`src/rtl/pwb_pkg.sv`:
```
package pwb_pkg;
  typedef enum logic [1:0] {
    PW_IDLE,
    PW_FILL,
    PW_PROG,
    PW_WAIT
  } pw_state_e;
endpackage

```
`src/rtl/pwb_page_latch.sv`:
```
module pwb_page_latch #(
  parameter int PAGE_W = 6,
  parameter int DATA_W = 8
) (
  input  logic              clk,
  input  logic              rst_n,
  input  logic              clr,
  input  logic              wr_en,
  input  logic [PAGE_W-1:0] wr_idx,
  input  logic [DATA_W-1:0] wr_data,
  input  logic [PAGE_W-1:0] rd_idx,
  output logic [DATA_W-1:0] rd_data,
  output logic              rd_valid,
  output logic              any_valid
);
  localparam int DEPTH = 1 << PAGE_W;

  logic [DATA_W-1:0] store [DEPTH];
  logic [DEPTH-1:0]  mask;

  always_ff @(posedge clk) begin
    if (wr_en) store[wr_idx] <= wr_data;
  end

  // one valid flag per entry, cleared as a group at each new transaction
  for (genvar g = 0; g < DEPTH; g++) begin : g_mask
    always_ff @(posedge clk or negedge rst_n) begin
      if (!rst_n)                               mask[g] <= 1'b0;
      else if (clr)                             mask[g] <= 1'b0;
      else if (wr_en && wr_idx == PAGE_W'(g))   mask[g] <= 1'b1;
    end
  end

  assign rd_data   = store[rd_idx];
  assign rd_valid  = mask[rd_idx];
  assign any_valid = |mask;
endmodule

```
`src/rtl/pwb_write_timer.sv`:
```
module pwb_write_timer #(
  parameter int CYCLES = 625000
) (
  input  logic clk,
  input  logic rst_n,
  input  logic load,
  output logic done
);
  localparam int CW = $clog2(CYCLES + 1);

  logic [CW-1:0] cnt;
  logic          run;

  always_ff @(posedge clk or negedge rst_n) begin
    if (!rst_n) begin
      cnt <= '0;
      run <= 1'b0;
    end else if (load) begin
      cnt <= CW'(CYCLES - 1);
      run <= 1'b1;
    end else if (run) begin
      if (cnt == '0) run <= 1'b0;
      else           cnt <= cnt - 1'b1;
    end
  end

  assign done = run && (cnt == '0);
endmodule

```
`src/rtl/page_write_buffer.sv`:
```
module page_write_buffer
  import pwb_pkg::*;
#(
  parameter int ADDR_W       = 16,
  parameter int PAGE_W       = 6,
  parameter int DATA_W       = 8,
  parameter int WRITE_CYCLES = 625000
) (
  input  logic              clk,
  input  logic              rst_n,
  input  logic              txn_start,
  input  logic [ADDR_W-1:0] txn_addr,
  input  logic              byte_valid,
  input  logic [DATA_W-1:0] byte_data,
  input  logic              wr_protect,
  input  logic              stop_evt,
  input  logic              stop_after_ack,
  output logic              busy,
  output logic              arr_we,
  output logic [ADDR_W-1:0] arr_addr,
  output logic [DATA_W-1:0] arr_wdata,
  output logic [ADDR_W-1:0] addr_cnt
);
  localparam int ROW_W = ADDR_W - PAGE_W;
  localparam logic [PAGE_W-1:0] PAGE_LAST = '1;

  function automatic logic [PAGE_W-1:0] page_next(input logic [PAGE_W-1:0] off);
    return off + PAGE_W'(1);
  endfunction

  function automatic logic [ADDR_W-1:0] join_addr(input logic [ROW_W-1:0] r,
                                                   input logic [PAGE_W-1:0] off);
    return {r, off};
  endfunction

  pw_state_e         state, state_nx;
  logic [ROW_W-1:0]  row;
  logic [PAGE_W-1:0] ptr;
  logic [PAGE_W-1:0] scan_idx;

  // named internal events
  logic accept_start, latch_wr, commit_go, discard, scan_last, cycle_done;
  logic lat_valid, lat_any, tmr_done;
  logic [DATA_W-1:0] lat_data;

  always_comb begin
    accept_start = txn_start && (state == PW_IDLE || state == PW_FILL);
    latch_wr     = (state == PW_FILL) && !txn_start && !stop_evt
                   && byte_valid && !wr_protect;
    commit_go    = (state == PW_FILL) && !txn_start && stop_evt
                   && stop_after_ack && lat_any;
    discard      = (state == PW_FILL) && !txn_start && stop_evt && !commit_go;
    scan_last    = (state == PW_PROG) && (scan_idx == PAGE_LAST);
    cycle_done   = (state == PW_WAIT) && tmr_done;
  end

  always_comb begin
    state_nx = state;
    unique case (state)
      PW_IDLE: if (accept_start) state_nx = PW_FILL;
      PW_FILL: begin
        if (accept_start)   state_nx = PW_FILL;
        else if (commit_go) state_nx = PW_PROG;
        else if (discard)   state_nx = PW_IDLE;
      end
      PW_PROG: if (scan_last)  state_nx = PW_WAIT;
      PW_WAIT: if (cycle_done) state_nx = PW_IDLE;
      default: state_nx = PW_IDLE;
    endcase
  end

  always_ff @(posedge clk or negedge rst_n) begin
    if (!rst_n) begin
      state    <= PW_IDLE;
      row      <= '0;
      ptr      <= '0;
      scan_idx <= '0;
      addr_cnt <= '0;
    end else begin
      state <= state_nx;
      if (accept_start) begin
        row <= txn_addr[ADDR_W-1:PAGE_W];
        ptr <= txn_addr[PAGE_W-1:0];
      end else if (latch_wr) begin
        ptr <= page_next(ptr);
      end
      if (commit_go)               scan_idx <= '0;
      else if (state == PW_PROG)   scan_idx <= page_next(scan_idx);
      if (cycle_done)              addr_cnt <= join_addr(row, ptr);
    end
  end

  pwb_page_latch #(.PAGE_W(PAGE_W), .DATA_W(DATA_W)) u_latch (
    .clk       (clk),
    .rst_n     (rst_n),
    .clr       (accept_start || discard),
    .wr_en     (latch_wr),
    .wr_idx    (ptr),
    .wr_data   (byte_data),
    .rd_idx    (scan_idx),
    .rd_data   (lat_data),
    .rd_valid  (lat_valid),
    .any_valid (lat_any)
  );

  pwb_write_timer #(.CYCLES(WRITE_CYCLES)) u_timer (
    .clk   (clk),
    .rst_n (rst_n),
    .load  (scan_last),
    .done  (tmr_done)
  );

  assign busy      = (state == PW_PROG) || (state == PW_WAIT);
  assign arr_we    = (state == PW_PROG) && lat_valid;
  assign arr_addr  = join_addr(row, scan_idx);
  assign arr_wdata = lat_data;
endmodule

```
`config.mk`:
```
export PLATFORM = sky130hd
export DESIGN_NAME = page_write_buffer
export DESIGN_NICKNAME = d
export VERILOG_FILES = /design/src/rtl/pwb_pkg.sv /design/src/rtl/pwb_page_latch.sv /design/src/rtl/pwb_write_timer.sv /design/src/rtl/page_write_buffer.sv
export SDC_FILE = /design/constraint.sdc
export NUM_CORES = 1
export LEC_CHECK = 0
export BUFFER_PORTS_ARGS = -buffer_cell sky130_fd_sc_hd__buf_2
export CORE_ASPECT_RATIO = 0.9
export CORE_UTILIZATION = 60
export DETAILED_ROUTE_END_ITERATION = 8
export PLACE_DENSITY = 0.77
export SYNTH_ARGS = -nofsm -noshare
export SYNTH_HDL_FRONTEND = slang
export SYNTH_SLANG_ARGS = --single-unit
```
`constraint.sdc`:
```
create_clock -name clk -period 3.1 [get_ports clk]
set_input_delay 0.155 -clock clk [delete_from_list [all_inputs] [get_ports clk]]
set_output_delay 0.155 -clock clk [all_outputs]
set_load 0.1 [all_outputs]
```
Word level (Yosys, flattened, before mapping):

Memory sizes are Yosys's and may differ from the RTL's.
Index checks and enable logic that the tools add are counted.
W data, S select, Z words.

* flip-flop bits (word level): 125
* memory bits (writable): 512
* input port bits: 31
* memories kept: 1

Memories
* u_latch.store: depth 64, bits a word 8, rd ports 1, clocked after memory_dff 0, write ports 1, RTL line pwb_page_latch.sv:18 `logic [DATA_W-1:0] store [DEPTH];`

* $add $sub $neg: 3
* magnitude comparators: 1
* equality and inequality tests: 72
* multiplexer cells: 149
* reduce and logical (&&, ||, !) cells: 157

Operators with widths (count)
* $eq A6 B6 Y1 const B: 33
* $mux W1: 134
* $reduce_bool A2 Y1: 67
* $eq A6 B5 Y1 const B: 16
* $logic_and A1 B1 Y1: 77
* $reduce_or A64 Y1: 1
* $mux W20: 3
* $eq A6 B4 Y1 const B: 8
* $eq A6 B3 Y1 const B: 4
* $mux W6: 4
* $logic_not A20 Y1: 1
* $sub A20 B1 Y20 const B: 1
* $add A6 B1 Y6 const B: 2
* $eq A6 B2 Y1 const B: 2
* $mux W2: 6
* $ne A2 B2 Y1 const B: 4
* $pmux W2 S4: 1
* $lt A6 B7 Y1 const B: 1
* $bmux W1 S6: 1
* $eq A6 B1 Y1 const B: 1
* $logic_not A6 Y1: 1
* $eq A2 B2 Y1 const B: 2
* $logic_not A1 Y1: 4
* $ne A4 B4 Y1 const B: 1
* other kinds (5): 7

Longest topological paths before layout:

* depth after elaboration: 11
* depth in mapped cells: 10
* mapped depth without buffers: 7

Hierarchy:

From an unflattened synthesis, not the netlist that was laid out.

* cell total of the unflattened synthesis: 1485
* area, all modules: 25886.1 µm²

By module, submodules not included
* pwb_page_latch: times used 1, cells each 1217, area an instance 22833.1 µm², sequential area each 16976.3 µm²
* page_write_buffer: times used 1, cells each 137, area an instance 1808.0 µm², sequential area each 1001.0 µm²
* pwb_write_timer: times used 1, cells each 131, area an instance 1244.9 µm², sequential area each 525.5 µm²

Worst setup path after synthesis:

No wires, ideal clock.

* path kind: reg-to-output
* start point: reg scan_idx[1]
* end point: out arr_wdata[6]
* arrival time: 4.893 ns
* slack: -1.948 ns
* cell stages (with the launch flop): 8
* path buffers: 4
* path through: dfrtp_1 clkbuf_1 clkbuf_1 clkbuf_1 buf_1 mux4_2 a211oi_1 o31ai_1

* longest elaborated chain between the ends: 1

RTL lines
* from (decl): RTL line page_write_buffer.sv:39 `logic [PAGE_W-1:0] scan_idx;`
* from (signal assigned): RTL line page_write_buffer.sv:88 `else if (state == PW_PROG) scan_idx <= page_next(scan_idx);`
* $mem_v2 Z64 W8
* to (decl): RTL line page_write_buffer.sv:21 `output logic [DATA_W-1:0] arr_wdata,`

No other way between the ends.

Final worst setup path:

* start point: reg scan_idx[0]
* end point: out arr_wdata[6]

The elaborated chain is that of the path after synthesis.

==> results by group <==
Job
  • Max Cap Viol: 0

Worst setup path
  • Crit path max fanout: 11
  • Slowest CP cell: mux4_2
  • Reg-to-reg startpoint: u_timer.cnt[12]$_DFFE_PN0P_
  • RR Endpoint: addr_cnt[3]$_DFFE_PN0P_
  • Cell Chain, Critical Path: buf_12 > buf_12 > buf_12 > mux4_2 > a22oi_1 > a21oi_1 > a21oi_2 > o31ai_4 > buf_12
  • Critical path type: flip-flop to output port
  • Worst R2R Setup Slack: 260 ps
  • Cell with the most instances on the worst path: buf_12
  • Worst-case reg-to-reg path depth: 6
  • CP peak stage delay: 520 ps
  • Nature of the critical path endpoint: output port
  • Critical Path Source Type: flip-flop
  • CP required: a little under 3000 ps
  • WP data arrival: slightly above 3000 ps

Floorplanning
  • Die Span X: 221 um
  • Ports: 73
  • Core Box Area: 42,100 um2
  • Die area: 43,800 um2
  • Row cnt: 71
  • Die Y: 199 um
  • Initial Util: 0.612

Global route
  • Largest net degree at the start of global routing: 65
  • Vias in the first global route: 15,700
  • Global-route wire length before repair: about 99 mm
  • Grt ovf: 0
  • Global-route usage over all layers: 0.314
  • Antenna violations before repair: 0

Synth
  • Number of enable flip-flop cells after synthesis: about 510
  • Register area share after synthesis: 0.718
  • Unique cell type count in the Yosys netlist: 61
  • Avg Inst Size Synth: 16.9 um2
  • Gate Count Post-Synth: 1,523
  • Synth warn: 0
  • Asr flop ratio synth: 0.196
  • Primary FF master, synth: edfxtp_1
  • Synth Net Count: around 1,600
  • Synthesized area: 25,800 um2
  • Flops & latches, synth: 637

Drt
  • WL met1: 24.7 mm
  • Wire length per cell: around 28 um
  • Post-DRT Antenna Nets: 0
  • Met3 wire length: 7.04 mm
  • Via count: 15,400
  • Top sig layer: met4
  • Via density per instance: roughly 6.6
  • Met2 Wirelength: 31.6 mm
  • Initial DRT Pass Iterations: 8
  • Post-Route WL: 65.6 mm
  • DRC: 1
  • Iter 0 DRT Violations: around 1,900

CTS
  • Clock buffer depth: 3
  • Clock Latency Late Sink: 630 ps
  • H-tree Lvls: 2
  • CTS tree: yes
  • Root buffer selected by CTS: clkbuf_16
  • Clock Pin Slew Worst Setup and Hold Paths: 60 ps
  • Clock sinks: 637
  • CTS Buf Count: 59

Hold path
  • Worst hold stages: 4
  • Worst Hold End: state[0]$_DFFE_PN0P_
  • Hold crit path type: input port to flip-flop
  • Hold_sp: txn_start

Power
  • LEAKAGE: 10.9 nW
  • VDD IR max: 0.623 mV
  • PD cells: 901 nW/um2

STA
  • Clk_skew: 19.2 ps
  • Fin. Hold Viols: 0
  • Slew headroom: 0.113
  • F_max: 0.309 GHz
  • Final min period: 3240 ps
  • Worst-Margin Slew: 1330 ps
  • Unrepaired setup endpoints after global routing: true
  • Final setup vio count: 7
  • Fin worst setup slack: -136 ps
  • Hold slack: 9.53 ps
  • Slew Viols, Final: 0
  • Setup TNS: -592 ps
  • Period utilization: 1.04

Cells and area
  • Commonest non-fill, non-tap cells in the layout: edfxtp_1 (512), nor2_1 (157), mux4_2 (124)
  • Fillers: 2,470
  • P&R area growth vs syn: 18.5%
  • Share of post-route cells with drive strength above 1: 0.307
  • Antenna Cells: 0
  • Commonest non-fill, non-tap cell in the layout: edfxtp_1
  • Nets: 1,768

Placed design
  • Hpwl dp: between 30 and 40 mm
  • # port buffers: 72
  • Gpl congestion: 0.942

Outcome
  • Outcome: finished with violations
  • Failing checks: design-rule violations, negative setup slack
==> power breakdown <==
part	internal (mW)	switching [mW]	total [mW]
clock	4.21	3.13	7.34
sequential	9.49	0.411	9.90
combinational	4.13	6.17	10.3
total	17.8	9.71	27.5
==> worst max-delay path by stage <==
| stage | end | cells after the start | from | slack [ps] |
|---|---|---|---|---|
| after floorplan | arr_wdata[6] | 7 | scan_idx[1]$_DFFE_PN0P_ | -40 |
| after global placement | arr_wdata[5] | 6 | scan_idx[0]$_DFFE_PN0P_ | 120 |
| after detailed placement | arr_wdata[6] | 6 | scan_idx[0]$_DFFE_PN0P_ | 90 |
| after CTS | arr_wdata[3] | 8 | scan_idx[0]$_DFFE_PN0P_ | -130 |
| after global routing | arr_wdata[3] | 7 | scan_idx[0]$_DFFE_PN0P_ | -170 |
| final | arr_wdata[6] | 9 | scan_idx[0]$_DFFE_PN0P_ | -140 |
==> layout make-up <==
type	count	area, um2	share of cell area
clock buffer	71	1540	0.0505
timing repair buffer	240	2120	0.0694
clock inverter	38	410	0.0134
multi-input combinational	784	7250	0.237
tap	547	684	0.0224
inverter	8	30.0	0.000983
sequential	637	18500	0.606
==> critical path, delay by kind of cell, from the launching register on <==
family | cells | cell delay [ps]
muxes | 1 | 520
DFF | 1 | 440
AOI/OAI and AO/OA | 4 | 810
buffers and inverters | 4 | 660
==> Yosys cell counts (16+ instances only) <==
| master | n | share of area |
|---|---|---|
| buf_2 | 18 | 0.0035 |
| nor2b_1 | 24 | 0.0058 |
| mux2_2 | 16 | 0.0070 |
| mux2i_1 | 31 | 0.012 |
| nand2_1 | 63 | 0.0092 |
| edfxtp_1 | 512 | 0.60 |
| a21oi_1 | 73 | 0.014 |
| nor4_1 | 22 | 0.0053 |
| nor2_1 | 159 | 0.023 |
| dfrtp_1 | 125 | 0.12 |
| nand4_1 | 17 | 0.0041 |
| a22oi_1 | 28 | 0.0082 |
| clkbuf_1 | 59 | 0.0086 |
| mux4_2 | 124 | 0.11 |
| nand3_1 | 19 | 0.0037 |
| o21ai_0 | 17 | 0.0033 |
==> stage by stage <==
stage / worst slack [ps] / power, mW / cells / area, um2 / util
global route: -169 / 28.4 / 2325 / 30600 / 0.726
CTS: -128 / 27.3 / 2325 / 30500 / 0.723
floorplan: -40.6 / 16.0 / 1523 / 25900 / -
finish: -136 / 27.5 / 2325 / 30600 / 0.726
detailed placement: 86.2 / 19.1 / 2181 / 27800 / 0.659
global placement: 118 / 18.9 / 2181 / 27800 / 0.659
==> cell families (layout without fill, tap and decap cells) <==
kind of cell / count (synthesis) / after routing / share of synthesized area
flip-flops: 637 / 637 / 0.718
adder cells (fa/ha/maj): 7 / 7 / 0.00340
buffers and inverters: 102 / 357 / 0.0169
multiplexers: 181 / 181 / 0.133
XOR/XNOR: 18 / 18 / 0.00611
AO/OA/AOI/OAI: 200 / 200 / 0.0517
AND/OR/NAND/NOR: 378 / 378 / 0.0711
==> sequential cells by signal, summed over array words and instances, names as in the netlist, named ones only <==
register,count
u_latch.mask,64
u_timer.cnt,20
u_timer.run,1
ptr,6
state,1
row,10
addr_cnt,16
u_latch.store,512
scan_idx,6
==> repair_timing <==
action | CTS | global route
endpoints found under the hold margin | 70 | 0
endpoints found under the setup margin | 9 | 9
pin swaps | 13 | 11
gates cloned | 3 | 1
gates resized for setup | 78 | 25
hold buffers | 17 | 0
buffers inserted | 15 | 1
==> metal layers <==
metal  GRT usage  vias to the layer above
met1       0.439                     7900
met5           0                        -
met3      0.0690                      157
met4       0.120                        0
met2       0.489                      924
li1            -                     6423
No activity file was read; power rests on OpenSTA's default activity.
